`src/rtl/bsd_pkg.sv`:
```
// Shared constants for the stereo bitstream decimator.
// Assumes a power-of-two decimation factor and a tap set whose sum is a power of two.
package bsd_pkg;
    localparam int NCH          = 2;
    localparam int DECIM        = 64;
    localparam int CIC_ORDER    = 3;
    localparam int OUT_W        = 16;
    localparam int NTAPS        = 4;
    localparam int NHALF        = NTAPS / 2;
    localparam int COEF_W       = 6;
    localparam int COEF_SUM_LG2 = 4;
    localparam int CIC_GROW     = CIC_ORDER * $clog2(DECIM);
    localparam int CIC_W        = CIC_GROW + 2;
    localparam int ACC_W        = CIC_W + 1 + COEF_W + $clog2(NHALF) + 1;
    localparam int SHIFT        = CIC_GROW + COEF_SUM_LG2 - (OUT_W - 1);
    localparam int FILL         = CIC_ORDER + NTAPS - 1;

    // One half of the symmetric tap set; index k pairs with NTAPS-1-k.
    function automatic logic signed [COEF_W-1:0] half_coef(input int k);
        case (k)
            0:       return COEF_W'(-2);
            1:       return COEF_W'(10);
            default: return '0;
        endcase
    endfunction
endpackage

```
`src/rtl/bsd_integrator.sv`:
```
// Cascade of integrators for one channel, updated once per accepted bit.
// Assumes the register width covers the full filter growth, so wraparound is harmless.
// acc_next is the value the last stage takes on the current edge.
module bsd_integrator #(
    parameter int ORDER = bsd_pkg::CIC_ORDER,
    parameter int W     = bsd_pkg::CIC_W
) (
    input  logic                clk,
    input  logic                rst_n,
    input  logic                bit_en,
    input  logic                bit_in,
    output logic signed [W-1:0] acc_next
);
    logic signed [W-1:0] st [ORDER];
    logic signed [W-1:0] nx [ORDER];
    logic signed [W-1:0] step;

    // Map the input bit to +1 or -1 and ripple it through the stages.
    always_comb begin
        logic signed [W-1:0] run;
        step = {{(W-1){~bit_in}}, 1'b1};
        run  = step;
        for (int s = 0; s < ORDER; s++) begin
            run   = st[s] + run;
            nx[s] = run;
        end
        acc_next = nx[ORDER-1];
    end

    // Integrator registers advance only on accepted bits.
    always_ff @(posedge clk) begin
        if (!rst_n) begin
            for (int s = 0; s < ORDER; s++) st[s] <= '0;
        end else if (bit_en) begin
            for (int s = 0; s < ORDER; s++) st[s] <= nx[s];
        end
    end

    assert_hold_when_idle_R10: assert property (@(posedge clk) disable iff (!rst_n)
        !bit_en |=> $stable(st[ORDER-1]));
endmodule

```
`src/rtl/bsd_comb_fir.sv`:
```
// Shared comb and symmetric FIR datapath, used by one channel per enabled cycle.
// Holds comb delays and FIR delay lines per channel, and updates only the selected channel.
// Pre-adds mirrored taps so that each tap pair needs one multiply; acc is the FIR sum.
module bsd_comb_fir #(
    parameter int NCH    = bsd_pkg::NCH,
    parameter int ORDER  = bsd_pkg::CIC_ORDER,
    parameter int NTAPS  = bsd_pkg::NTAPS,
    parameter int W      = bsd_pkg::CIC_W,
    parameter int ACC_W  = bsd_pkg::ACC_W,
    parameter int COEF_W = bsd_pkg::COEF_W
) (
    input  logic                     clk,
    input  logic                     rst_n,
    input  logic                     en,
    input  logic [$clog2(NCH)-1:0]   ch,
    input  logic signed [W-1:0]      sample,
    output logic signed [ACC_W-1:0]  acc
);
    localparam int NHALF = NTAPS / 2;

    logic signed [W-1:0] dly  [NCH][ORDER];
    logic signed [W-1:0] line [NCH][NTAPS];
    logic signed [W-1:0] cin  [ORDER];
    logic signed [W-1:0] nl   [NTAPS];

    // Comb chain, delay-line shift and pre-added multiply-accumulate for the selected channel.
    always_comb begin
        logic signed [W-1:0]      run;
        logic signed [W:0]        pre;
        logic signed [ACC_W-1:0]  pw;
        logic signed [ACC_W-1:0]  cw;
        run = sample;
        for (int s = 0; s < ORDER; s++) begin
            cin[s] = run;
            run    = run - dly[ch][s];
        end
        nl[0] = run;
        for (int k = 1; k < NTAPS; k++) nl[k] = line[ch][k-1];
        acc = '0;
        for (int k = 0; k < NHALF; k++) begin
            pre = {nl[k][W-1], nl[k]} + {nl[NTAPS-1-k][W-1], nl[NTAPS-1-k]};
            pw  = ACC_W'(pre);
            cw  = ACC_W'(bsd_pkg::half_coef(k));
            acc = acc + pw * cw;
        end
    end

    // Commit the comb delays and delay line of the channel just processed.
    always_ff @(posedge clk) begin
        if (!rst_n) begin
            for (int c = 0; c < NCH; c++) begin
                for (int s = 0; s < ORDER; s++) dly[c][s] <= '0;
                for (int k = 0; k < NTAPS; k++) line[c][k] <= '0;
            end
        end else if (en) begin
            for (int s = 0; s < ORDER; s++) dly[ch][s] <= cin[s];
            for (int k = 0; k < NTAPS; k++) line[ch][k] <= nl[k];
        end
    end

    assert_left_before_right_R6: assert property (@(posedge clk) disable iff (!rst_n)
        (en && ch != '0) |-> $past(en && ch == '0));
endmodule

```
`src/rtl/bsd_round_sat.sv`:
```
// Round-half-up scaling of the FIR sum, followed by clipping to the output width.
// Purely combinational; assumes ACC_W is wide enough that the added half cannot overflow.
module bsd_round_sat #(
    parameter int ACC_W = bsd_pkg::ACC_W,
    parameter int OUT_W = bsd_pkg::OUT_W,
    parameter int SHIFT = bsd_pkg::SHIFT
) (
    input  logic signed [ACC_W-1:0] acc,
    output logic [OUT_W-1:0]        word
);
    localparam logic signed [ACC_W-1:0] HALF = ACC_W'(2 ** (SHIFT - 1));
    localparam logic signed [ACC_W-1:0] MAXV = ACC_W'(2 ** (OUT_W - 1) - 1);
    localparam logic signed [ACC_W-1:0] MINV = -(ACC_W'(2 ** (OUT_W - 1)));

    logic signed [ACC_W-1:0] scaled;

    // Add half an output step, shift, then clip to full scale.
    always_comb begin
        scaled = (acc + HALF) >>> SHIFT;
        if (scaled > MAXV)      word = MAXV[OUT_W-1:0];
        else if (scaled < MINV) word = MINV[OUT_W-1:0];
        else                    word = scaled[OUT_W-1:0];
    end
endmodule

```
`src/rtl/bsd_stereo_decimator.sv`:
```
// Stereo one-bit to 16-bit decimator (factor DECIM).
// Per-channel integrators run on every accepted bit. At each frame end their values are
// captured, then passed left and right through one shared comb/FIR/round path.
// Assumes DECIM >= 3, so the two-cycle shared pass ends before the next frame ends.
module bsd_stereo_decimator #(
    parameter int DECIM = bsd_pkg::DECIM,
    parameter int OUT_W = bsd_pkg::OUT_W,
    parameter int CIC_W = bsd_pkg::CIC_W,
    parameter int ACC_W = bsd_pkg::ACC_W,
    parameter int FILL  = bsd_pkg::FILL
) (
    input  logic             clk,
    input  logic             rst_n,
    input  logic             bit_en,
    input  logic             left_bit,
    input  logic             right_bit,
    output logic             out_valid,
    output logic [OUT_W-1:0] left_word,
    output logic [OUT_W-1:0] right_word
);
    localparam int NCH  = bsd_pkg::NCH;
    localparam int CNTW = $clog2(DECIM);
    localparam int FW   = $clog2(FILL + 1);

    logic [CNTW-1:0]          bit_cnt;
    logic [FW-1:0]            frame_cnt;
    logic                     frame_end;
    logic                     proc_en;
    logic                     proc_ch;
    logic [NCH-1:0]           bits;
    logic signed [CIC_W-1:0]  acc_nx [NCH];
    logic signed [CIC_W-1:0]  snap   [NCH];
    logic signed [ACC_W-1:0]  fir_acc;
    logic [OUT_W-1:0]         word;

    assign bits      = {right_bit, left_bit};
    assign frame_end = bit_en && (bit_cnt == CNTW'(DECIM - 1));

    for (genvar g = 0; g < NCH; g++) begin : g_chan
        bsd_integrator u_int (
            .clk      (clk),
            .rst_n    (rst_n),
            .bit_en   (bit_en),
            .bit_in   (bits[g]),
            .acc_next (acc_nx[g])
        );

        // Capture this channel's integrator output on the frame's last bit.
        always_ff @(posedge clk) begin
            if (!rst_n)         snap[g] <= '0;
            else if (frame_end) snap[g] <= acc_nx[g];
        end
    end

    // Count bits within a frame and frames up to the fill point.
    always_ff @(posedge clk) begin
        if (!rst_n) begin
            bit_cnt   <= '0;
            frame_cnt <= '0;
        end else if (bit_en) begin
            bit_cnt <= bit_cnt + 1'b1;
            if (frame_end && frame_cnt < FW'(FILL)) frame_cnt <= frame_cnt + 1'b1;
        end
    end

    // Sequence the shared pass: left channel first, then right.
    always_ff @(posedge clk) begin
        if (!rst_n) begin
            proc_en <= 1'b0;
            proc_ch <= 1'b0;
        end else if (frame_end) begin
            proc_en <= 1'b1;
            proc_ch <= 1'b0;
        end else if (proc_en && !proc_ch) begin
            proc_ch <= 1'b1;
        end else begin
            proc_en <= 1'b0;
        end
    end

    bsd_comb_fir u_fir (
        .clk    (clk),
        .rst_n  (rst_n),
        .en     (proc_en),
        .ch     (proc_ch),
        .sample (snap[proc_ch]),
        .acc    (fir_acc)
    );

    bsd_round_sat u_rs (
        .acc  (fir_acc),
        .word (word)
    );

    // Register the words and raise the strobe once the pipeline has filled.
    always_ff @(posedge clk) begin
        if (!rst_n) begin
            left_word  <= '0;
            right_word <= '0;
            out_valid  <= 1'b0;
        end else begin
            if (proc_en && !proc_ch) left_word  <= word;
            if (proc_en &&  proc_ch) right_word <= word;
            out_valid <= proc_en && proc_ch && (frame_cnt >= FW'(FILL));
        end
    end

    assert_single_pulse_R6: assert property (@(posedge clk) disable iff (!rst_n)
        out_valid |=> !out_valid);
    assert_valid_after_right_R6: assert property (@(posedge clk) disable iff (!rst_n)
        out_valid |-> $past(proc_en && proc_ch));
    assert_filled_before_valid_R7: assert property (@(posedge clk) disable iff (!rst_n)
        out_valid |-> (frame_cnt >= FW'(FILL)));
    assert_right_snap_held_R1: assert property (@(posedge clk) disable iff (!rst_n)
        (proc_en && proc_ch) |-> $stable(snap[1]));
endmodule

```
`config.mk`:
```
export PLATFORM = sky130hd
export DESIGN_NAME = bsd_stereo_decimator
export DESIGN_NICKNAME = d
export VERILOG_FILES = /design/src/rtl/bsd_pkg.sv /design/src/rtl/bsd_integrator.sv /design/src/rtl/bsd_comb_fir.sv /design/src/rtl/bsd_round_sat.sv /design/src/rtl/bsd_stereo_decimator.sv
export SDC_FILE = /design/constraint.sdc
export NUM_CORES = 1
export LEC_CHECK = 0
export BUFFER_PORTS_ARGS = -buffer_cell sky130_fd_sc_hd__buf_4
export CAP_MARGIN = 20
export CORE_MARGIN = 2
export CORE_UTILIZATION = 50
export CTS_BUF_LIST = sky130_fd_sc_hd__clkbuf_4 sky130_fd_sc_hd__clkbuf_8 sky130_fd_sc_hd__clkbuf_16
export DETAILED_ROUTE_END_ITERATION = 12
export PLACE_DENSITY_LB_ADDON = 0.05
export SETUP_SLACK_MARGIN = 0.4
export SLEW_MARGIN = 5
export SYNTH_ARGS = -nofsm -noshare
export SYNTH_HDL_FRONTEND = slang
export SYNTH_SLANG_ARGS = --single-unit
```
`constraint.sdc`:
```
create_clock -name clk -period 15.05 [get_ports clk]
set_clock_uncertainty 0.2 [all_clocks]
set_input_delay 1.505 -clock clk [delete_from_list [all_inputs] [get_ports clk]]
set_output_delay 1.505 -clock clk [all_outputs]
set_load 0.005 [all_outputs]
```
==> out/metrics.yaml, run 1 <==
synth:
  yosysTopAreaCell: "edfxtp_1"
  synth.yosys.warnings: 0
  synth_top_cell_area_share_pct: 40.1
  ys_seq_area_share_pct: 43.1
  yosys_register_bits: 445
  synth_edf_count: 400
  avgSynthCellArea_sq_um: 10.3
  synth_ff_type: "edfxtp_1"
  async_flop_share_pct: 0
  synthCells: 2901
  synth_nets: 3236
  syn_area_sq_um: 30000
  synth_cell_type_count: 112
  synth.top_cells.by_area: "edfxtp_1, ha_1, nor2_1"
worst_setup_path:
  cpMostUsedCell: "ha_1"
  crit_path_end_kind: "flip-flop"
  max_stage_delay_ns: 0.83
  worst_path_max_delay_cell: "dfxtp_4"
  rr_worst_depth: 53
  critPathArrivalTime_ns: 13.13
  r2r_setup_slack_ns: 2.16
  criticalPathCategory: "flip-flop to flip-flop"
  worstSetupStartpointType: "flip-flop"
  critical_path_peak_fanout: 42
  rr_endpoint: "left_word[8]$_SDFFE_PN0P_"
  cp.required_ns: 15.29
clock_network:
  cts_setup_buffers: 0
  cts_resized: 0
  clock_latency_ns: 0.60
  clockBufferDepth: 3
  cts.sinks: 445
  cts-root-buf: "clkbuf_16"
  numCtsBuffers: 51
  cts_tree: "built"
  cts_max_level: 2
  hold_buffers: 0
  clk_pin_slew_ns: 0.06
layout:
  layout_commonest_cell: "nor2_1"
  drive_above_1_share_pct: 7.61
  num-fill-cells: 5154
  syn_to_final_growth_pct: 9.02
  nets: 3252
  mostFrequentLayoutCells: "nor2_1, edfxtp_1, ha_1"
  num_antenna_cells: 0
floorplanning:
  initial_core_util_pct: 50.7
  die_y_microns: 249
  die_w_microns: 249
  coreArea_sq_um: 59100
  design.die.area_sq_um: 61900
  rows: 89
  top_level_ports: 38
global_routing:
  grt_pass1_vias: 20666
  grt_antenna_before_repair: 0
  grt_start_max_net_pins: 102
  grt_overflow: 0
  grt_first_pass_wirelength_mm: 107
  grt_usage_pct: 21.1
min_path:
  worstHoldPathCells: 2
  min_from: "left_word[13]$_SDFFE_PN0P_"
  worstHoldEndpoint: "left_word[13]$_SDFFE_PN0P_"
  hp-class: "flip-flop to flip-flop"
detailed_routing:
  wire_per_inst_microns: 17.7
  vias: 20917
  first_pass_iters: 5
  ant_nets: 0
  wirelength_mm: 66.0
  drc: 0
  drt-initial-drc-count: 1299
  avgViaCountPerCell: 5.61
timing:
  period_minus_slack_ns: 12.89
  final_max_slew_viol_count: 0
  rsz0062_at_grt: "no"
  fmax_ghz: 0.0776
  relSlewSlack_pct: 26.9
  worstMarginPinSlew_ns: 1.10
  setup_viol: 0
  tns_ns: 0
  finalHoldViolations: 0
  fin_crit_sh_pct: 85.6
status:
  status: "complete, no violations"
place:
  io_buffers: 37
  place_congestion: 0.828
  place_hpwl_mm: 45.3
run:
  maxCapViolCount: 0
## through the flow
stage / instances / cell area [sq um] / worst slack [ns] / utilization [%] / hold WS (ns)
3_5_place_dp: 3636 / 30900 / 2.30 / 52.3 / 0.270
5_1_grt: 3730 / 32700 / 1.07 / 55.2 / 0.307
6_report: 3730 / 32700 / 2.16 / 55.2 / 0.286
3_3_place_gp: 3636 / 30900 / 2.56 / 52.3 / 0.268
4_1_cts: 3729 / 32600 / 2.21 / 55.2 / 0.291
2_1_floorplan: 2901 / 30000 / 2.88 / - / 0.260
## critical path: cells and delay by family, from the launching register on
kind                       cells  cell delay [ns]
and+or+nand+nor               20             3.09
muxes                          1             0.42
AOI/OAI and AO/OA             17             4.51
DFF                            1             0.83
buffers and inverters          4             0.32
adders and majority gates      7             2.33
xor gates and xnor gates       4             0.95
## cell families (layout without fill, tap and decap cells)
| group | count (synthesis) | count (layout) | share of synthesized area, % |
|---|---|---|---|
| multiplexers | 145 | 145 | 4.92 |
| flip-flops | 445 | 445 | 43.1 |
| buffers and inverters | 300 | 356 | 4.08 |
| AO/OA/AOI/OAI | 532 | 532 | 12.6 |
| AND/OR/NAND/NOR | 906 | 906 | 13.8 |
| XOR/XNOR | 241 | 241 | 7.35 |
| adder cells (fa/ha/maj) | 332 | 332 | 14.2 |
## registers in the layout (all words and copies together) (netlist names), named ones only
register / cells
bit_cnt: 6
right_word: 16
u_fir.line: 120
left_word: 16
g_chan.u_int.st: 120
u_fir.dly: 120
out_valid: 1
proc_ch: 1
frame_cnt: 3
snap: 40
proc_en: 1
## synthesized netlist by cell type (8+ instances only)
library cell / count
o21a_1: 18
fa_1: 12
a22oi_1: 14
or3_1: 13
and2_1: 17
o21ai_0: 94
and3_1: 77
xor2_1: 73
nand3_1: 31
o41ai_1: 9
xnor2_1: 161
inv_1: 210
a41o_1: 9
a31oi_1: 14
nor4_1: 8
a211oi_1: 12
a21boi_0: 18
nor2b_1: 32
nor2_1: 465
nand2_1: 135
buf_1: 15
edfxtp_1: 400
o211ai_2: 12
nand2b_1: 33
nor3_1: 46
o211ai_1: 27
o21bai_1: 32
or2_2: 12
a21oi_1: 119
mux2i_1: 137
ha_1: 318
clkbuf_1: 56
dfxtp_1: 45
a21o_1: 58
## cell type report
type / instances / area [sq um] / area share, %
well taps: 773 / 967 / 2.96
clock buffers: 73 / 1510 / 4.64
multi-input cells: 2156 / 15900 / 48.5
inverters: 211 / 796 / 2.44
flip-flops and latches: 445 / 12900 / 39.6
clock inverters: 20 / 189 / 0.579
repair buffers: 52 / 423 / 1.30
## per-layer routing
metal	vias up	track usage, %	wire [microns]
met5	-	0	0
met4	0	5.07	1250
met3	70	2.87	2290
met2	281	35.6	31400
met1	10114	28.8	31000
li1	10452	-	-
## worst max-delay path by stage
stage / to / cells past startpoint
finish: left_word[8]$_SDFFE_PN0P_ / 53
global route: right_word[3]$_SDFFE_PN0P_ / 53
CTS: right_word[6]$_SDFFE_PN0P_ / 53
detailed placement: right_word[1]$_SDFFE_PN0P_ / 53
global placement: right_word[1]$_SDFFE_PN0P_ / 53
floorplan: left_word[0]$_SDFFE_PN0P_ / 62
Power of run 1 is left out: the tool's default activity adds up to more than one toggle a clock period on the data nets, which glitch-free logic cannot reach.
==> inputs of run 2 (changes only) <==
--- a/config.mk
+++ b/config.mk
@@ -16,4 +16,5 @@
 export SLEW_MARGIN = 5
 export SYNTH_ARGS = -nofsm -noshare
 export SYNTH_HDL_FRONTEND = slang
+export SYNTH_HIERARCHICAL = 1
 export SYNTH_SLANG_ARGS = --single-unit
==> run 2 against run 1 <==
Flip-flop and latch count did not move. Synthesized cell count rose by 6.5%. Final cell count rose by 5.9%. Global-route usage rose by 0.37 points. Fmax rose by 11%.
==> out/metrics.yaml, run 2 <==
clock_network:
  cts.sinks: 445  # unchanged
  clock_latency_ns: 0.59  # about the same
  cts-root-buf: "clkbuf_16"
  cts_tree: "built"
  clk_pin_slew_ns: 0.06  # about the same
  cts_max_level: 2  # unchanged
  clockBufferDepth: 3  # unchanged
  cts_resized: 0  # unchanged
  numCtsBuffers: 50  # -2.0%
  hold_buffers: 0  # unchanged
  cts_setup_buffers: 0  # unchanged
timing:
  tns_ns: 0  # unchanged
  relSlewSlack_pct: 35.1  # +8.2 points
  fin_crit_sh_pct: 77.1  # -8.5 points
  finalHoldViolations: 0  # unchanged
  period_minus_slack_ns: 11.61  # -1.28 ns
  fmax_ghz: 0.0862  # +11%
  final_max_slew_viol_count: 0  # unchanged
  setup_viol: 0  # unchanged
  rsz0062_at_grt: "no"
  worstMarginPinSlew_ns: 0.973  # -0.123 ns
floorplanning:
  rows: 92  # +3.4%
  die_w_microns: 256  # +2.8%
  design.die.area_sq_um: 65400  # +5.8%
  coreArea_sq_um: 62900  # +6.3%
  initial_core_util_pct: 50.5  # -0.21 points
  die_y_microns: 256  # +2.8%
  top_level_ports: 38  # unchanged
run:
  maxCapViolCount: 0  # unchanged
worst_setup_path:
  crit_path_end_kind: "flip-flop"
  max_stage_delay_ns: 0.64  # -0.19 ns
  critical_path_peak_fanout: 20  # -52%
  worstSetupStartpointType: "flip-flop"
  cp.required_ns: 15.29  # about the same
  critPathArrivalTime_ns: 11.85  # -1.28 ns
  worst_path_max_delay_cell: "o41ai_4"
  criticalPathCategory: "flip-flop to flip-flop"
place:
  io_buffers: 37  # unchanged
  place_congestion: 0.911  # +9.9%
  place_hpwl_mm: 50.3  # +11%
layout:
  largest_registers: "g_chan.u_int/st: 120 flops, u_fir/dly: 120 flops, u_fir/line: 120 flops"
  mostFrequentLayoutCells: "edfxtp_1, ha_1, nor2_1"
  ff_latch_area_sq_um: 12900  # unchanged
  multiInputGateArea_sq_um: 17600  # +11%
  nets: 3391  # +4.3%
  num-fill-cells: 5572  # +8.1%
  drive_above_1_share_pct: 9.41  # +1.8 points
  syn_to_final_growth_pct: 8.00
  num_antenna_cells: 0  # unchanged
  layout_commonest_cell: "edfxtp_1"
detailed_routing:
  avgViaCountPerCell: 5.67  # +1.2%
  wirelength_mm: 70.6  # +7.0%
  ant_nets: 0  # unchanged
  drc: 0  # unchanged
  vias: 22414  # +7.2%
  drt-initial-drc-count: 1055  # -19%
  first_pass_iters: 5  # unchanged
  wire_per_inst_microns: 17.9  # +1.1%
global_routing:
  grt_first_pass_wirelength_mm: 116  # +8.6%
  grt_overflow: 0  # unchanged
  grt_pass1_vias: 22778  # +10%
  grt_antenna_before_repair: 0  # unchanged
  grt_usage_pct: 21.5  # +0.37 points
  grt_start_max_net_pins: 68  # -33%
synth:
  syn_area_sq_um: 31700  # +5.9%
  synthCells: 3089  # +6.5%
  synth_nets: 3412  # +5.4%
  synth.yosys.warnings: 6  # +6
  avgSynthCellArea_sq_um: 10.3  # -0.59%
status:
  status: "complete, no violations"
min_path:
  hp-class: "flip-flop to flip-flop"
[run 2: path summary, 6_finish.rpt]
path / startpoint / end / slack [ns] / depth (start not counted)
hold / removal: left_word[15]$_SDFFE_PN0N_ / left_word[15]$_SDFFE_PN0N_ / 0.26 / 2
setup / recovery: flip-flop / right_word[0]$_SDFFE_PN0P_ / 3.44 / 50
setup reg to reg: flip-flop / right_word[0]$_SDFFE_PN0P_ / 3.44 / 50
hold reg to reg: left_word[15]$_SDFFE_PN0N_ / left_word[15]$_SDFFE_PN0N_ / 0.26 / 2
[run 2: critical path, delay by kind of cell, from the launching register on]
family | cells | cell delay [ns]
xor+xnor | 6 | 1.46
simple gates | 11 | 1.94
fa+ha+maj | 6 | 1.83
compound gates | 18 | 4.11
flops | 1 | 0.31
mux | 3 | 0.97
buf+inv | 6 | 0.63
[run 2: final cells by class]
class	count	share of cell area [%]
multi-input combinational	2375	51.5
tap	846	3.09
sequential	445	37.7
clock buffer	67	4.24
timing repair buffer	59	1.39
clock inverter	21	0.574
inverter	137	1.50
[run 2: per-layer routing]
layer  track usage [%]  vias up  wire, microns
met5                 0        -              0
met4              5.23        0           1360
met3              2.49      102           2030
met2              38.8      306          35200
met1              27.4    10891          32000
li1                  -    11115              -
[run 2: metrics by stage]
step	cell area (sq um)	hold WS, ns	setup slack (ns)	cells	utilization, %
final	34200	0.255	3.44	3950	54.5
after global routing	34200	0.275	2.53	3950	54.5
after CTS	34200	0.260	3.44	3950	54.5
after global placement	32600	0.245	3.29	3859	51.8
after floorplan	31700	0.247	3.11	3089	-
after detailed placement	32600	0.252	3.48	3862	51.9
Power of run 2 is left out for the same reason.
==> inputs of run 3 (changes only) <==
==> constraint.sdc (replaced) <==
create_clock -name clk -period 9.5 [get_ports clk]
set_clock_uncertainty 0.2 [all_clocks]
set_input_delay 0.95 -clock clk [delete_from_list [all_inputs] [get_ports clk]]
set_output_delay 0.95 -clock clk [all_outputs]
set_load 0.005 [all_outputs]
==> run 3 against run 2 <==
Critical path depth is 4 lower. Sequential share of layout area decreased by 4.4 points. Die area is the same. Global-route usage increased by 1.7 points. Clock-buffer cell count fell by 2. The run now ends with negative setup slack left. Flip-flop and latch count is the same. First-iteration DRC count shrank 2.7%. Via count rose by 6.8%.
==> out/metrics.yaml, run 3 (synthesis results as in run 2) <==
detailed_routing:
  avgViaCountPerCell: 5.47  # -3.6%
  wirelength_mm: 75.4  # +6.9%
  wl_met1_mm: 33.6  # +5.0%
  top_layer: "met4"
  wl_met2_mm: 38.5  # +9.4%
  wl_met3_mm: 2.00  # -1.4%
  wire_per_inst_microns: 17.2  # -3.6%
  drt-initial-drc-count: 1026  # -2.7%
  vias: 23942  # +6.8%
  drc: 0  # unchanged
  first_pass_iters: 5  # unchanged
  ant_nets: 0  # unchanged
global_routing:
  grt_overflow: 0  # unchanged
  grt_start_max_net_pins: 84  # +24%
  grt_antenna_before_repair: 0  # unchanged
  grt_usage_pct: 23.1  # +1.7 points
  grt_pass1_vias: 25031  # +9.9%
  grt_first_pass_wirelength_mm: 126  # +8.1%
timing:
  fin_crit_sh_pct: 104  # +27 points
  worstMarginPinSlew_ns: 1.05  # +0.0753 ns
  final_max_slew_viol_count: 0  # unchanged
  period_minus_slack_ns: 9.90  # -1.71 ns
  fin_ws_ns: -0.399  # -3.84 ns
  finalHoldViolations: 0  # unchanged
  relSlewSlack_pct: 30.1  # -5.0 points
  fmax_ghz: 0.101  # +17%
  rsz0062_at_grt: "yes"
  setup_viol: 32  # +32
clock_network:
  clockBufferDepth: 3  # unchanged
  clock_latency_ns: 0.60  # about the same
  cts_max_level: 2  # unchanged
  clk_pin_slew_ns: 0.06  # about the same
  cts_tree: "built"
  cts-root-buf: "clkbuf_16"
  numCtsBuffers: 51  # +2.0%
  cts.sinks: 445  # unchanged
floorplanning:
  top_level_ports: 38  # unchanged
  initial_core_util_pct: 50.5  # unchanged
  rows: 92  # unchanged
  coreArea_sq_um: 62900  # unchanged
  die_y_microns: 256  # unchanged
  die_w_microns: 256  # unchanged
  design.die.area_sq_um: 65400  # unchanged
place:
  io_buffers: 37  # unchanged
  place_inst: 4239  # +9.8%
  place_hpwl_mm: 53.5  # +6.5%
  place_congestion: 0.897  # -1.4%
worst_setup_path:
  cp.required_ns: 9.78  # -5.51 ns
  critical_path_peak_fanout: 8  # -60%
  crit_path_end_kind: "flip-flop"
  max_stage_delay_ns: 0.48  # -0.16 ns
  crit_family: "compound AO/OA/AOI/OAI gates"
  worstSetupStartpointType: "flip-flop"
  critPathArrivalTime_ns: 10.18  # -1.67 ns
  criticalPathCategory: "flip-flop to flip-flop"
  worst_path_max_delay_cell: "o41ai_4"
  path_buf_inv: 7  # +1
run:
  maxCapViolCount: 0  # unchanged
layout:
  layout_commonest_cell: "buf_4"
  nets: 3814  # +12%
  multiInputGateArea_sq_um: 18700  # +5.8%
  largest_registers: "g_chan.u_int/st: 120 flops, u_fir/dly: 120 flops, u_fir/line: 120 flops"
  ff_latch_area_sq_um: 12900  # about the same
  syn_to_final_growth_pct: 22.3
  mostFrequentLayoutCells: "buf_4, edfxtp_1, ha_1"
  num_antenna_cells: 0  # unchanged
  stdcell_count: 4379  # +11%
  num-fill-cells: 5211  # -6.5%
  drive_above_1_share_pct: 24.5  # +15 points
status:
  status: "finished with violations"
  violations: "negative setup slack"
min_path:
  hp-class: "flip-flop to flip-flop"
[run 3: cell count changes in the layout (fill, tap and decap cells not counted), moves of 8 or more]
cell,delta
buf_4,+408
buf_6,+9
o21ai_0,-22
xnor2_2,+16
ha_1,-24
ha_4,+18
xnor2_1,-16
a21oi_1,-27
o21ai_2,+10
a21oi_2,+23
xor2_1,-8
[run 3: final timing paths]
path                                                  start                          end  slack (ns)  depth (start not counted)
worst max-delay path                              flip-flop   right_word[9]$_SDFFE_PN0P_       -0.40                         46
worst min-delay path            right_word[10]$_SDFFE_PN0P_  right_word[10]$_SDFFE_PN0P_        0.26                          2
worst max register to register                    flip-flop   right_word[9]$_SDFFE_PN0P_       -0.40                         46
worst min register to register  right_word[10]$_SDFFE_PN0P_  right_word[10]$_SDFFE_PN0P_        0.26                          2
[run 3: per-layer routing]
metal | vias up | track usage (%)
met5 | - | 0
met4 | 0 | 5.39
met3 | 88 | 2.51
met2 | 291 | 42.8
met1 | 11584 | 28.9
li1 | 11979 | -
[run 3: cell type report]
cell class	count	share of cell area, %
well taps	846	2.73
flip-flops and latches	445	33.3
clock buffers	65	3.73
repair buffers	481	9.67
inverters	137	1.34
multi-input cells	2375	48.1
clock inverters	30	1.07
[run 3: timing repair]
action | in CTS | in global routing
resized for setup | 120 | 55
endpoints found under the setup margin | 32 | 32
pin swaps | 73 | 53
setup buffers | 30 | 13
hold buffers | 0 | 0
endpoints found under the hold margin | 0 | 0
gates cloned | 1 | 1
[run 3: through the flow]
stage	instance area [sq um]	TNS, ns	setup slack, ns	utilization [%]	hold slack, ns
after global routing	38800	-27.18	-0.909	61.7	0.285
after detailed placement	35700	-29.90	-1.03	56.8	0.252
after floorplan	32000	-16.44	-0.589	-	0.247
after global placement	35600	-28.13	-0.969	56.7	0.244
after CTS	38400	-10.85	-0.390	61.0	0.261
final	38800	-10.79	-0.399	61.7	0.260
[run 3: tightest hold or removal path: stages, from the launching register on]
cell	delay [ns]
dfxtp_1	0.31
nand2_1	0.05
a21oi_1	0.05
Power of run 3 is left out for the same reason.
